`src/rtl/rx_slot_mask_pkg.sv`:
```
package rx_slot_mask_pkg;
  localparam int unsigned DEF_WORD_W  = 24;
  localparam int unsigned DEF_HALF_W  = 16;
  localparam int unsigned MASK_HALVES = 2;
  localparam int unsigned HALF_LO     = 0;
  localparam int unsigned HALF_HI     = 1;
endpackage

```
`src/rtl/rsm_mask_bank.sv`:
```
module rsm_mask_bank #(
  parameter int unsigned HALF_W = 16,
  parameter int unsigned HALVES = 2,
  localparam int unsigned MASK_W = HALF_W * HALVES
) (
  input  logic              clk,
  input  logic              rst_n,
  input  logic [HALVES-1:0] wr_en,
  input  logic [HALF_W-1:0] wr_data,
  input  logic              frame_sync,
  output logic [MASK_W-1:0] written,
  output logic [MASK_W-1:0] active
);
  logic [HALF_W-1:0] half_q [HALVES];

  // One written register per half; bit n of half h enables slot h*HALF_W+n.
  for (genvar h = 0; h < HALVES; h++) begin : g_half
    always_ff @(posedge clk or negedge rst_n) begin
      if (!rst_n)         half_q[h] <= '1;
      else if (wr_en[h])  half_q[h] <= wr_data;
    end
    assign written[h*HALF_W +: HALF_W] = half_q[h];
  end

  // The active copy is loaded only at the frame boundary.
  always_ff @(posedge clk or negedge rst_n) begin
    if (!rst_n)          active <= '1;
    else if (frame_sync) active <= written;
  end

  // active mask holds between frame syncs
  a_r3_active_hold: assert property (@(posedge clk) disable iff (!rst_n)
    !frame_sync |=> $stable(active));
  // frame sync takes the written copy
  a_r3_active_load: assert property (@(posedge clk) disable iff (!rst_n)
    frame_sync |=> active == $past(written));
endmodule

```
`src/rtl/rsm_slot_counter.sv`:
```
module rsm_slot_counter #(
  parameter int unsigned NUM_SLOTS = 32,
  localparam int unsigned SLOT_W = $clog2(NUM_SLOTS),
  localparam logic [SLOT_W-1:0] LAST = SLOT_W'(NUM_SLOTS - 1)
) (
  input  logic              clk,
  input  logic              rst_n,
  input  logic              frame_sync,
  input  logic              slot_end,
  output logic [SLOT_W-1:0] slot_idx
);
  always_ff @(posedge clk or negedge rst_n) begin
    if (!rst_n)                           slot_idx <= '0;
    else if (frame_sync)                  slot_idx <= '0;
    else if (slot_end && slot_idx != LAST) slot_idx <= slot_idx + 1'b1;
  end

  // frame sync restarts the count
  a_r4_sync_zero: assert property (@(posedge clk) disable iff (!rst_n)
    frame_sync |=> slot_idx == '0);
  // count saturates on the last slot
  a_r4_saturate: assert property (@(posedge clk) disable iff (!rst_n)
    (!frame_sync && slot_end && slot_idx == LAST) |=> slot_idx == LAST);
  // no movement without a strobe
  a_r4_idle_hold: assert property (@(posedge clk) disable iff (!rst_n)
    (!frame_sync && !slot_end) |=> $stable(slot_idx));
endmodule

```
`src/rtl/rsm_rx_holding.sv`:
```
module rsm_rx_holding #(
  parameter int unsigned WORD_W = 24
) (
  input  logic              clk,
  input  logic              rst_n,
  input  logic              xfer,
  input  logic [WORD_W-1:0] word_in,
  input  logic              rd_ready,
  input  logic              ovr_clr,
  output logic [WORD_W-1:0] data_q,
  output logic              valid_q,
  output logic              ovr_q
);
  logic taken;
  assign taken = valid_q && rd_ready;

  always_ff @(posedge clk or negedge rst_n) begin
    if (!rst_n) begin
      data_q  <= '0;
      valid_q <= 1'b0;
      ovr_q   <= 1'b0;
    end else begin
      if (xfer) begin
        data_q  <= word_in;
        valid_q <= 1'b1;
      end else if (taken) begin
        valid_q <= 1'b0;
      end
      if (xfer && valid_q && !rd_ready) ovr_q <= 1'b1;
      else if (ovr_clr)                 ovr_q <= 1'b0;
    end
  end

  // unread word overwritten raises overrun
  a_r8_overrun_set: assert property (@(posedge clk) disable iff (!rst_n)
    (xfer && valid_q && !rd_ready) |=> ovr_q);
  // consumed word drops the flag
  a_r7_read_clears: assert property (@(posedge clk) disable iff (!rst_n)
    (taken && !xfer) |=> !valid_q);
  // transfer always leaves the flag set
  a_r5_xfer_sets: assert property (@(posedge clk) disable iff (!rst_n)
    xfer |=> valid_q);
endmodule

```
`src/rtl/rx_slot_mask.sv`:
```
module rx_slot_mask
  import rx_slot_mask_pkg::*;
#(
  parameter int unsigned WORD_W = DEF_WORD_W,
  parameter int unsigned HALF_W = DEF_HALF_W,
  localparam int unsigned NUM_SLOTS = HALF_W * MASK_HALVES,
  localparam int unsigned SLOT_W = $clog2(NUM_SLOTS)
) (
  input  logic              clk,
  input  logic              rst_n,
  input  logic              frame_sync,
  input  logic              slot_end,
  input  logic [WORD_W-1:0] rx_word,
  input  logic              mask_wr_lo,
  input  logic              mask_wr_hi,
  input  logic [HALF_W-1:0] mask_wdata,
  output logic [HALF_W-1:0] mask_lo_rd,
  output logic [HALF_W-1:0] mask_hi_rd,
  output logic [SLOT_W-1:0] slot_idx,
  output logic              xfer_o,
  output logic [WORD_W-1:0] rxd_data,
  output logic              rxd_valid,
  input  logic              rxd_ready,
  output logic              overrun,
  input  logic              overrun_clr
);
  logic [MASK_HALVES-1:0] wr_en;
  logic [NUM_SLOTS-1:0]   mask_written;
  logic [NUM_SLOTS-1:0]   mask_active;
  logic                   slot_enabled;

  always_comb begin
    wr_en          = '0;
    wr_en[HALF_LO] = mask_wr_lo;
    wr_en[HALF_HI] = mask_wr_hi;
  end

  rsm_mask_bank #(.HALF_W(HALF_W), .HALVES(MASK_HALVES)) u_bank (
    .clk(clk), .rst_n(rst_n), .wr_en(wr_en), .wr_data(mask_wdata),
    .frame_sync(frame_sync), .written(mask_written), .active(mask_active)
  );

  rsm_slot_counter #(.NUM_SLOTS(NUM_SLOTS)) u_count (
    .clk(clk), .rst_n(rst_n), .frame_sync(frame_sync),
    .slot_end(slot_end), .slot_idx(slot_idx)
  );

  assign mask_lo_rd   = mask_written[HALF_LO*HALF_W +: HALF_W];
  assign mask_hi_rd   = mask_written[HALF_HI*HALF_W +: HALF_W];
  assign slot_enabled = mask_active[slot_idx];
  assign xfer_o       = slot_end && slot_enabled;

  rsm_rx_holding #(.WORD_W(WORD_W)) u_hold (
    .clk(clk), .rst_n(rst_n), .xfer(xfer_o), .word_in(rx_word),
    .rd_ready(rxd_ready), .ovr_clr(overrun_clr),
    .data_q(rxd_data), .valid_q(rxd_valid), .ovr_q(overrun)
  );

  // a disabled slot leaves every holding flag and the data alone
  a_r6_masked_quiet: assert property (@(posedge clk) disable iff (!rst_n)
    (slot_end && !mask_active[slot_idx] && !rxd_ready && !overrun_clr)
      |=> ($stable(rxd_valid) && $stable(rxd_data) && $stable(overrun)));
  // written halves update on their own strobe only
  a_r2_lo_hold: assert property (@(posedge clk) disable iff (!rst_n)
    !mask_wr_lo |=> $stable(mask_lo_rd));
  a_r2_hi_hold: assert property (@(posedge clk) disable iff (!rst_n)
    !mask_wr_hi |=> $stable(mask_hi_rd));
endmodule

```
`config.mk`:
```
export PLATFORM = sky130hd
export DESIGN_NAME = rx_slot_mask
export DESIGN_NICKNAME = d
export VERILOG_FILES = /design/src/rtl/rx_slot_mask_pkg.sv /design/src/rtl/rsm_mask_bank.sv /design/src/rtl/rsm_slot_counter.sv /design/src/rtl/rsm_rx_holding.sv /design/src/rtl/rx_slot_mask.sv
export SDC_FILE = /design/constraint.sdc
export NUM_CORES = 1
export LEC_CHECK = 0
export ABC_AREA = 1
export BUFFER_PORTS_ARGS = -buffer_cell sky130_fd_sc_hd__buf_2
export CAP_MARGIN = 20
export CELL_PAD_IN_SITES_DETAIL_PLACEMENT = 0
export CELL_PAD_IN_SITES_GLOBAL_PLACEMENT = 1
export CORE_AREA = 2 2 76 151
export CTS_CLUSTER_DIAMETER = 50
export DETAILED_ROUTE_END_ITERATION = 6
export DIE_AREA = 0 0 78 153
export GPL_TIMING_DRIVEN = 1
export PLACE_DENSITY = 0.89
export SKIP_CTS_REPAIR_TIMING = 1
export SLEW_MARGIN = 20
export SYNTH_ARGS = -nofsm -noshare
export SYNTH_HDL_FRONTEND = slang
export SYNTH_SLANG_ARGS = --single-unit
```
`constraint.sdc`:
```
create_clock -name clk -period 2.2 [get_ports clk]
set_clock_uncertainty 0.05 [all_clocks]
set_input_delay 0.33 -clock clk [delete_from_list [all_inputs] [get_ports clk]]
set_output_delay 0.33 -clock clk [all_outputs]
set_load 0.05 [all_outputs]
```
==> metrics.md, run 1 <==
| Metric | Value |
|---|---|
| Status | completed |
| Seq pwr share | a little over two fifths |
| Period utilisation layout | about 97% |
| Layout cells sized above 1 | 43.6% |
| Synth Area in Compound Gates | roughly 6.4% |
| Power share of the clock group | just under 30% |
| Top post-synthesis cells by area | dfstp_2 41%, dfrtp_1 19%, nand2_1 12%, mux2_2 6.3%, o21ai_0 5.6% |
| Max cap viols | 0 |
| Horiz. Die Dim | approximately 78 microns |
| Routed wl met3 | 326 microns |
| Yosys top cell area share | ~40% |
| CTS tree | built |
| Async S/R FF share, synth | between 90% and 100% |
| Largest net degree at the start of global routing | 54 |
| Total Power | ~5.4 mW |
| Worst-Margin Slew | 0.642 ns |
| Die H | between 150 and 200 microns |
| Layout area overhead | 25.1% |
| Final min period | about 2.1 ns |
| Synthesized area | 0.00414 sq mm |
| CTS Sinks | 95 |
| Synth Area in XOR/XNOR | 0% |
| Root Buffer | clkbuf_16 |
| RSZ-0062 raised after global routing | true |
| Ys flop type | dfstp_2 |
| PortBufs | between 100 and 150 |
| Synth Area in Adders | less than 1% |
| First-pass GRT wire length | between 15 and 20 mm |
| Initial Util | between 30% and 40% |
| Die area | roughly 0.012 sq mm |
| Syn avg cell area | 9.62 sq um |
| Number of nets in the layout | 589 |
| Total track usage | 16.5% |
| CP required | 1.82 ns |
| Highest Signal Layer | met4 |
| Synthesized instance count | 430 |
| DP HPWL | ~7 mm |
| Worst min-delay path class | primary input to asynchronous set/reset pin |
| Final antenna-violating net count | 0 |
| WP data arrival | around 1.8 ns |
| Mapped Nets | 480 |
| Synth area leader | dfstp_2 |
| Vias in the first global route | between 3,000 and 4,000 |
| Cell Pwr Density | slightly above 1000 mW/mm^2 |
| Setup violators final | 0 |
| Post-Place Worst Slack | just over 0.2 ns |
| Met2 wire len | around 5.3 mm |
| Main combinational cell family by area after synthesis | simple AND/OR/NAND/NOR gates |
| ANT cells | 0 |
| Setup ws final | between 0.06 and 0.07 ns |
| Worst VDD drop | between 500 and 600 uV |
| Synth warn | 0 |
| Starting DRT DRC Count | between 80 and 90 |
| Sw frac | 36.5% |
| DR pass1 iterations | 5 |
| Mux contribution to synthesized area | between 6 and 7% |
| WL final | approximately 9.5 mm |
| LEAKAGE | 2.55 nW |
| Final slew viol count | 0 |
| Slew margin rel. | a little under three fifths |
| Synthesized flop and latch total | between 90 and 100 |
| Post-DR vias/cell | roughly 4.8 |
| Clk buf depth | 2 |
| Post-layout util | approximately 48% |
| Clock Pin Slew Worst Setup and Hold Paths | around 0.07 ns |
| Worst skew pair latency | 0.34 ns |
| Post-Synth Simple-Gate Area | between 20% and 30% |
| Io pins | approximately 110 |
| Remaining DRCs | 0 |
| Count leader, synth | nand2_1 |
| Internal power | ~3.4 mW |
| Routability Congestion | around 0.85 |
| Sequential share of the synthesized area | 59.4% |
| Total number of vias | around 3,300 |
| Row cnt | 54 |
| Achievable Freq | ~470 MHz |
| Core Box Area | 0.0108 sq mm |
| Dpl cells | approximately 670 |
| CTS buffer count | 9 |
| Routed wire length per instance | about 14 microns |
| EDFF count, synth | 0 |
| Setup crit end kind | output port |
| Psw | approximately 2 mW |
| Final hold vios | 0 |
| Setup crit start kind | register |
| Total grt overflow | 0 |
| H-tree Lvls | 3 |
| Final std cells w/o fill | ~700 |
| Setup CP Type | register to output port |
| Met1 WL | 3.65 mm |
| Combinational share of power | between 20% and 30% |
| Post-synth top cells | 130 x nand2_1, 64 x dfstp_2, 46 x o21ai_0 |
| Initial antenna violation count | 0 |
| Max FO, Critical Path | 14 |
| Yosys cell types | 22 |
[metrics by stage]
stage / TNS, ns / hold WS, ns / cell area (sq um)
after detailed placement: 0 / 0.395 / 4820
after floorplan: 0 / -0.0156 / 4140
after CTS: -0.108 / 0.0229 / 5130
after global routing: -0.0449 / 0.0396 / 5180
final: 0 / 0.0284 / 5180
after global placement: 0 / 0.389 / 4820
[power groups by stage]
stage	logic (mW)	clock network [mW]	registers (mW)
CTS	1.53	1.62	2.26
floorplan	0.421	0	2.98
detailed placement	1.53	0	2.28
global placement	1.51	0	2.27
finish	1.53	1.57	2.26
global route	1.65	1.69	2.29
[cell type report]
type	count	area, sq um
sequential	95	2460
inverter	45	178
clock inverter	5	61.3
timing repair buffer	122	663
multi-input combinational	266	1400
tap	140	175
clock buffer	11	243
fill	1057	5630
[state kept, by name, indices dropped and copies added (netlist names)]
name and flops:
u_bank.active 32, u_bank.written 32, u_hold.ovr_q 1, u_hold.data_q 24, u_count.slot_idx 5, u_hold.valid_q 1
[placed cells by master (no fill, tap or decap), types with 2 or more instances in the layout]
cell type / count
nand2_1: 130
buf_2: 109
dfstp_2: 64
o21ai_0: 46
inv_1: 42
dfrtp_1: 29
nand4_1: 25
nand3_1: 24
mux2_2: 23
buf_4: 10
clkbuf_16: 9
a21oi_1: 3
nor2_2: 3
inv_6: 3
nor2_1: 2
inv_4: 2
nand2_4: 2
ha_1: 2
buf_6: 2
dfrtp_2: 2
[path summary, 6_finish.rpt]
check	startpoint	slack [ns]	cells past startpoint	end
min reg2reg	u_hold.data_q[6]$_DFFE_PN0P_	0.42	2	u_hold.data_q[6]$_DFFE_PN0P_
min	rst_n	0.03	1	u_bank.written[20]$_DFFE_PN1P_
min in group clk	rxd_ready	0.15	2	u_hold.valid_q$_DFFE_PN0P_
max	u_count.slot_idx[0]$_DFFE_PN0P_	0.06	9	xfer_o
max reg2reg	u_count.slot_idx[0]$_DFFE_PN0P_	0.14	10	u_count.slot_idx[3]$_DFFE_PN0P_
max in group asynchronous	rst_n	1.71	2	u_hold.data_q[5]$_DFFE_PN0P_
[logic make-up after synthesis]
group,count (synthesis)
fa+ha+maj,2
flops,95
compound gates,52
buf+inv,69
simple gates,189
mux,23
[worst max-delay path, cell delays in order (launching register included)]
cell and delay, ns:
dfrtp_2 0.45, buf_6 0.18, nand2_1 0.06, nand3_1 0.10, a21oi_2 0.07, nor2_2 0.15, nand2_4 0.07, nand3_4 0.09
clkinvlp_4 0.09, buf_6 0.15
[routing by layer]
layer  vias up  GRT usage (%)
met2        91           30.5
met1      1587           17.9
li1       1613              -
met4         0           7.35
met5         -              0
met3        15           2.66
(Power assumes the default switching activity.)
==> run 2, diff against run 1 <==
==> constraint.sdc (replaced) <==
create_clock -name clk -period 2.2 [get_ports clk]
set_clock_uncertainty 0.05 [all_clocks]
set_input_delay 0.33 -clock clk [delete_from_list [all_inputs] [get_ports clk]]
set_output_delay 0.33 -clock clk [all_outputs]
set_load 0.005 [all_outputs]
==> run 2 against run 1 <==
First-iteration DRC count is 31% lower. Utilization up 0.058 points. Critical path depth did not move. Die area did not move. Final cell count unchanged. Sequential cell count did not move. Via count up 0.12%. Setup slack improved by 0.039 ns. Critical endpoint unchanged.
==> metrics.md, run 2 (synthesized netlist as in run 1, its figures left out) <==
| Metric | Value |
|---|---|
| Cell Pwr Density | 915 mW/mm^2 (-12%) |
| CP max stage cell | dfrtp_2 |
| Final antenna-violating net count | 0 (unchanged) |
| Worst VDD drop | 590 uV (+13%) |
| Post-Place Worst Slack | 0.192 ns (-0.0114 ns) |
| Clk buf depth | 2 (unchanged) |
| RSZ-0062 raised after global routing | false |
| Final min period | 2.10 ns (-0.0387 ns) |
| Largest net degree at the start of global routing | 47 (-13%) |
| Max cap viols | 0 (unchanged) |
| Commonest non-fill, non-tap cell in the layout | nand2_1 |
| Layout area overhead | 25.3% |
| Worst min-delay path class | primary input to register |
| Die H | 153 microns (unchanged) |
| DR pass1 iterations | 4 (-1) |
| WP data arrival | 1.72 ns (-0.04 ns) |
| CTS Sinks | 95 (unchanged) |
| Hold slack final | 0.150 ns (+0.122 ns) |
| Achievable Freq | 477 MHz (+1.8%) |
| RR Startpoint | u_count.slot_idx[1]$_DFFE_PN0P_ |
| Total grt overflow | 0 (unchanged) |
| Layout cells sized above 1 | 43.0% (-0.55 points) |
| Hold Crit Start | mask_wdata[14] |
| Worst r2r path cells | 9 (-1) |
| LEAKAGE | 2.57 nW (+0.44%) |
| Starting DRT DRC Count | 56 (-31%) |
| Core Box Area | 0.0108 sq mm (unchanged) |
| Horiz. Die Dim | 78 microns (unchanged) |
| Initial antenna violation count | 0 (unchanged) |
| Root Buffer | clkbuf_16 |
| Worst skew pair latency | 0.35 ns (about the same) |
| Slowest stage delay, CP | 0.48 ns (+0.03 ns) |
| Clock Pin Slew Worst Setup and Hold Paths | 0.07 ns (about the same) |
| Worst r2r dst | u_count.slot_idx[3]$_DFFE_PN0P_ |
| Setup crit end kind | output port |
| Final hold vios | 0 (unchanged) |
| Setup crit start kind | register |
| Final slew viol count | 0 (unchanged) |
| Setup ws final | 0.103 ns (+0.0387 ns) |
| DP HPWL | 7.21 mm (+1.3%) |
| Worst Hold Endpoint | u_bank.written[30]$_DFFE_PN1P_ |
| Status | completed |
| H-tree Lvls | 3 (unchanged) |
| Setup CP Type | register to output port |
| Commonest non-fill, non-tap cells in the layout | 130 x nand2_1, 110 x buf_2, 64 x dfstp_2, 46 x o21ai_0, 43 x inv_1 |
| CP required | 1.82 ns (about the same) |
| Total track usage | 17.1% (+0.65 points) |
| CTS buffer count | 9 (unchanged) |
| Period utilisation layout | 95.3% (-1.8 points) |
| Hold path cells | 3 |
| Routed wire length per instance | 14.2 microns (+2.4%) |
| WL final | 9.69 mm (+2.4%) |
| Worst-Margin Slew | 0.695 ns (+0.0535 ns) |
| Fillcell total | 1,061 (+0.38%) |
| Remaining DRCs | 0 (unchanged) |
| Initial Util | 38.3% (unchanged) |
| First-pass GRT wire length | 16.0 mm (+2.1%) |
| Crit path cell chain | buf_6 -> nand2_1 -> nand3_1 -> a21oi_1 -> nor2_2 -> nand2_4 -> nand3_4 -> inv_1 -> buf_2 |
| Routability Congestion | 0.828 (-2.4%) |
| ANT cells | 0 (unchanged) |
| Vias in the first global route | 3,371 (+1.3%) |
| Max FO, Critical Path | 14 (unchanged) |
| Post-DR vias/cell | 4.84 (+0.12%) |
| CTS tree | built |
| Number of nets in the layout | 589 (unchanged) |
| Setup violators final | 0 (unchanged) |
| Die area | 0.0119 sq mm (unchanged) |
| Slew margin rel. | 53.6% (-3.6 points) |
| Total number of vias | 3,310 (+0.12%) |
| Io pins | 112 (unchanged) |
| PortBufs | 111 (unchanged) |
| Row cnt | 54 (unchanged) |
| Reg2Reg Setup Slack | 0.25 ns (+0.11 ns) |
-- run 2: worst max-delay path by stage --
stage | startpoint | depth (start not counted) | to
2_1_floorplan | u_count.slot_idx[0]$_DFFE_PN0P_ | 10 | xfer_o
3_3_place_gp | u_count.slot_idx[1]$_DFFE_PN0P_ | 9 | xfer_o
3_5_place_dp | u_count.slot_idx[1]$_DFFE_PN0P_ | 9 | xfer_o
4_1_cts | u_count.slot_idx[1]$_DFFE_PN0P_ | 9 | xfer_o
5_1_grt | u_count.slot_idx[1]$_DFFE_PN0P_ | 9 | u_count.slot_idx[3]$_DFFE_PN0P_
6_report | u_count.slot_idx[0]$_DFFE_PN0P_ | 9 | xfer_o
-- run 2: final cells by class --
cell class                 count  area [sq um]  share of cell area (%)
clock buffer                  10           229                    4.42
clock inverter                 6          91.3                    1.76
inverter                      45           174                    3.36
multi-input combinational    266          1400                    26.9
sequential                    95          2460                    47.5
tap                          140           175                    3.38
timing repair buffer         122           659                    12.7
-- run 2: critical path, delay by kind of cell (launching register included) --
kind | cells | cell delay, ns
AOI/OAI and AO/OA | 1 | 0.20
buffers and inverters | 3 | 0.33
DFF | 1 | 0.48
and+or+nand+nor | 5 | 0.36
-- run 2: report_power, final --
group          switching [mW]  internal [mW]
Sequential              0.147           2.11
Clock                   0.672           1.00
Combinational           0.451          0.358
Total                    1.27           3.47
-- run 2: metal layers --
layer | GRT usage, % | routed length, microns | up-vias
met5 | 0 | 0 | -
met4 | 8.52 | 256 | 0
met3 | 2.42 | 315 | 15
met2 | 31.9 | 5350 | 84
met1 | 18.3 | 3760 | 1587
li1 | - | - | 1624
-- run 2: metrics by stage --
stage / instances / cell area (sq um) / setup TNS (ns) / utilization (%) / power [mW]
2_1_floorplan: 430 / 4140 / 0 / - / 2.69
3_3_place_gp: 665 / 4820 / 0 / 44.5 / 3.06
3_5_place_dp: 665 / 4820 / 0 / 44.5 / 3.10
4_1_cts: 681 / 5140 / -0.190 / 47.5 / 4.79
5_1_grt: 684 / 5180 / 0 / 48.0 / 5.02
6_report: 684 / 5180 / 0 / 48.0 / 4.74
==> run 3, diff against run 2 <==
==> constraint.sdc (replaced) <==
create_clock -name clk -period 2 [get_ports clk]
set_clock_uncertainty 0.05 [all_clocks]
set_input_delay 0.3 -clock clk [delete_from_list [all_inputs] [get_ports clk]]
set_output_delay 0.3 -clock clk [all_outputs]
set_load 0.005 [all_outputs]
==> run 3 against run 2 <==
The flow now finishes with violations (setup timing). Routed wire length rose by 1.2%. Largest cell class unchanged. Critical path depth did not move. Hold slack worse by 0.021 ns.
==> metrics.md, run 3 (synthesized netlist as in run 1, its figures left out) <==
| Metric | Value |
|---|---|
| Status | finished, violations left |
| Failing checks | setup timing |
| Achievable Freq | just under 500 MHz |
| ANT cells | 0 (unchanged) |
| Setup ws final | -0.0528 ns (-0.156 ns) |
| DR pass1 iterations | 7 (+3) |
| Worst r2r dst | u_hold.data_q[13]$_DFFE_PN0P_ |
| Total track usage | 17.0% (-0.096 points) |
| Post-DR vias/cell | 4.86 (+0.53%) |
| Register area | 0.00246 sq mm (unchanged) |
| Worst skew pair latency | 0.34 ns (about the same) |
| Clk buf depth | 2 (unchanged) |
| Final hold vios | 0 (unchanged) |
| DP HPWL | 7.11 mm (-1.4%) |
| Final std cells w/o fill | 687 (+0.44%) |
| WP data arrival | 1.70 ns (-0.02 ns) |
| Setup CP Type | register to output port |
| Remaining DRCs | 0 (unchanged) |
| PortBufs | 111 (unchanged) |
| Worst VDD drop | 741 uV (+25%) |
| Layout area overhead | 28.4% |
| Total Power | 5.21 mW (+9.8%) |
| Total grt overflow | 0 (unchanged) |
| Clock Pin Slew Worst Setup and Hold Paths | 0.07 ns (about the same) |
| Max cap viols | 0 (unchanged) |
| Max FO, Critical Path | 7 (-7) |
| Slew margin rel. | 59.1% (+5.5 points) |
| Reg2Reg Setup Slack | 0.13 ns (-0.12 ns) |
| Fillcell total | 1,017 (-4.1%) |
| Initial Util | 38.3% (unchanged) |
| Setup crit end kind | output port |
| Core Box Area | 0.0108 sq mm (unchanged) |
| Number of nets in the layout | 592 (+0.51%) |
| Final min period | 2.05 ns |
| Total number of vias | 3,342 (+0.97%) |
| Cell Pwr Density | 981 mW/mm^2 (+7.2%) |
| Die area | 0.0119 sq mm (unchanged) |
| Layout cells sized above 1 | 46.4% (+3.4 points) |
| Dpl cells | 668 (+0.45%) |
| Crit path cell chain | buf_8 -> nand2_1 -> nand3_1 -> a21oi_2 -> nor2_4 -> nand2_4 -> nand3_4 -> inv_2 -> buf_2 |
| RR Startpoint | u_count.slot_idx[0]$_DFFE_PN0P_ |
| H-tree Lvls | 3 (unchanged) |
| Worst r2r path cells | 10 (+1) |
| Io pins | 112 (unchanged) |
| Final slew viol count | 0 (unchanged) |
| CTS tree | built |
| Routability Congestion | 0.753 (-9.0%) |
| CTS Sinks | 95 (unchanged) |
| Commonest non-fill, non-tap cell in the layout | nand2_1 |
| Slowest stage delay, CP | 0.50 ns (+0.02 ns) |
| LEAKAGE | 2.61 nW (+1.6%) |
| Commonest non-fill, non-tap cells in the layout | 125 x nand2_1, 110 x buf_2, 64 x dfstp_2, 46 x o21ai_0, 42 x inv_1 |
| WL final | 9.80 mm (+1.2%) |
| Worst Hold Endpoint | u_hold.valid_q$_DFFE_PN0P_ |
| Row cnt | 54 (unchanged) |
| Setup crit start kind | register |
| CP max stage cell | dfrtp_2 |
| Worst min-delay path class | primary input to register |
| Routed wire length per instance | 14.3 microns (+0.77%) |
| Largest net degree at the start of global routing | 96 (+100%) |
| Hold path cells | 2 (-1) |
| RSZ-0062 raised after global routing | true |
| Multi-input logic area | 0.00147 sq mm (+5.3%) |
| Die H | 153 microns (unchanged) |
| CTS buffer count | 9 (unchanged) |
| Initial antenna violation count | 0 (unchanged) |
| Root Buffer | clkbuf_16 |
| Final antenna-violating net count | 0 (unchanged) |
| Starting DRT DRC Count | 89 (+59%) |
| Hold Crit Start | rxd_ready |
| Vias in the first global route | 3,464 (+2.8%) |
| Worst-Margin Slew | 0.613 ns (-0.0822 ns) |
| Horiz. Die Dim | 78 microns (unchanged) |
| Period utilisation layout | 103% |
| First-pass GRT wire length | 16.2 mm (+1.1%) |
| CP required | 1.65 ns (-0.17 ns) |
| Setup violators final | 1 (+1) |
run 3: cell types whose count changed in the layout (fill, tap and decap cells not counted), sizes merged:
cell	previous run	this run
clkbuf	10	13
buf	121	123
bufinv	2	1
inv	47	48
clkinv	2	0
run 3: how the worst max path moves through the flow:
stage                                          startpoint                               to  cells past startpoint
final                     u_count.slot_idx[0]$_DFFE_PN0P_                           xfer_o                      9
after floorplan           u_count.slot_idx[0]$_DFFE_PN0P_                           xfer_o                     10
after global placement    u_count.slot_idx[1]$_DFFE_PN0P_                           xfer_o                      9
after CTS                 u_count.slot_idx[0]$_DFFE_PN0P_                           xfer_o                     10
after global routing      u_count.slot_idx[0]$_DFFE_PN0P_                           xfer_o                     10
after detailed placement  u_count.slot_idx[0]$_DFFE_PN0P_  u_count.slot_idx[3]$_DFFE_PN0P_                      9
run 3: per-stage QoR:
stage	worst slack, ns	util (%)	hold WS, ns	TNS (ns)	area, sq um
after floorplan	0.191	-	-0.0456	0	4140
after global placement	0.226	44.8	0.328	0	4840
after detailed placement	0.185	44.8	0.338	0	4840
after CTS	-0.172	47.8	-0.0300	-0.172	5160
after global routing	-0.140	49.1	0.131	-0.149	5310
final	-0.0528	49.1	0.129	-0.0528	5310
run 3: cell type report:
type                            count  area share, %
Sequential cell                    95           46.3
Multi-Input combinational cell    266           27.7
Inverter                           45           3.32
Timing Repair Buffer              125           13.3
Clock inverter                      4           1.06
Tap cell                          140           3.30
Clock buffer                       12           5.04
run 3: power breakdown:
part	internal, mW	switching, mW	total (mW)
clock network	1.09	0.705	1.80
logic	0.412	0.513	0.925
registers	2.32	0.164	2.49
total	3.83	1.38	5.21
run 3: worst max-delay path: cells and delay by family (launching register included):
family,cells,cell delay [ns]
AND/OR/NAND/NOR,5,0.36
flip-flops,1,0.50
AO/OA/AOI/OAI,1,0.19
buffers and inverters,3,0.32
run 3: per-layer routing:
| layer | vias up | part of all wire [%] | global-route usage [%] |
|---|---|---|---|
| li1 | 1619 | - | - |
| met1 | 1599 | 37 | 17.9 |
| met2 | 106 | 56 | 32.1 |
| met3 | 18 | 3.6 | 2.30 |
| met4 | 0 | 2.9 | 8.60 |
| met5 | - | 0 | 0 |
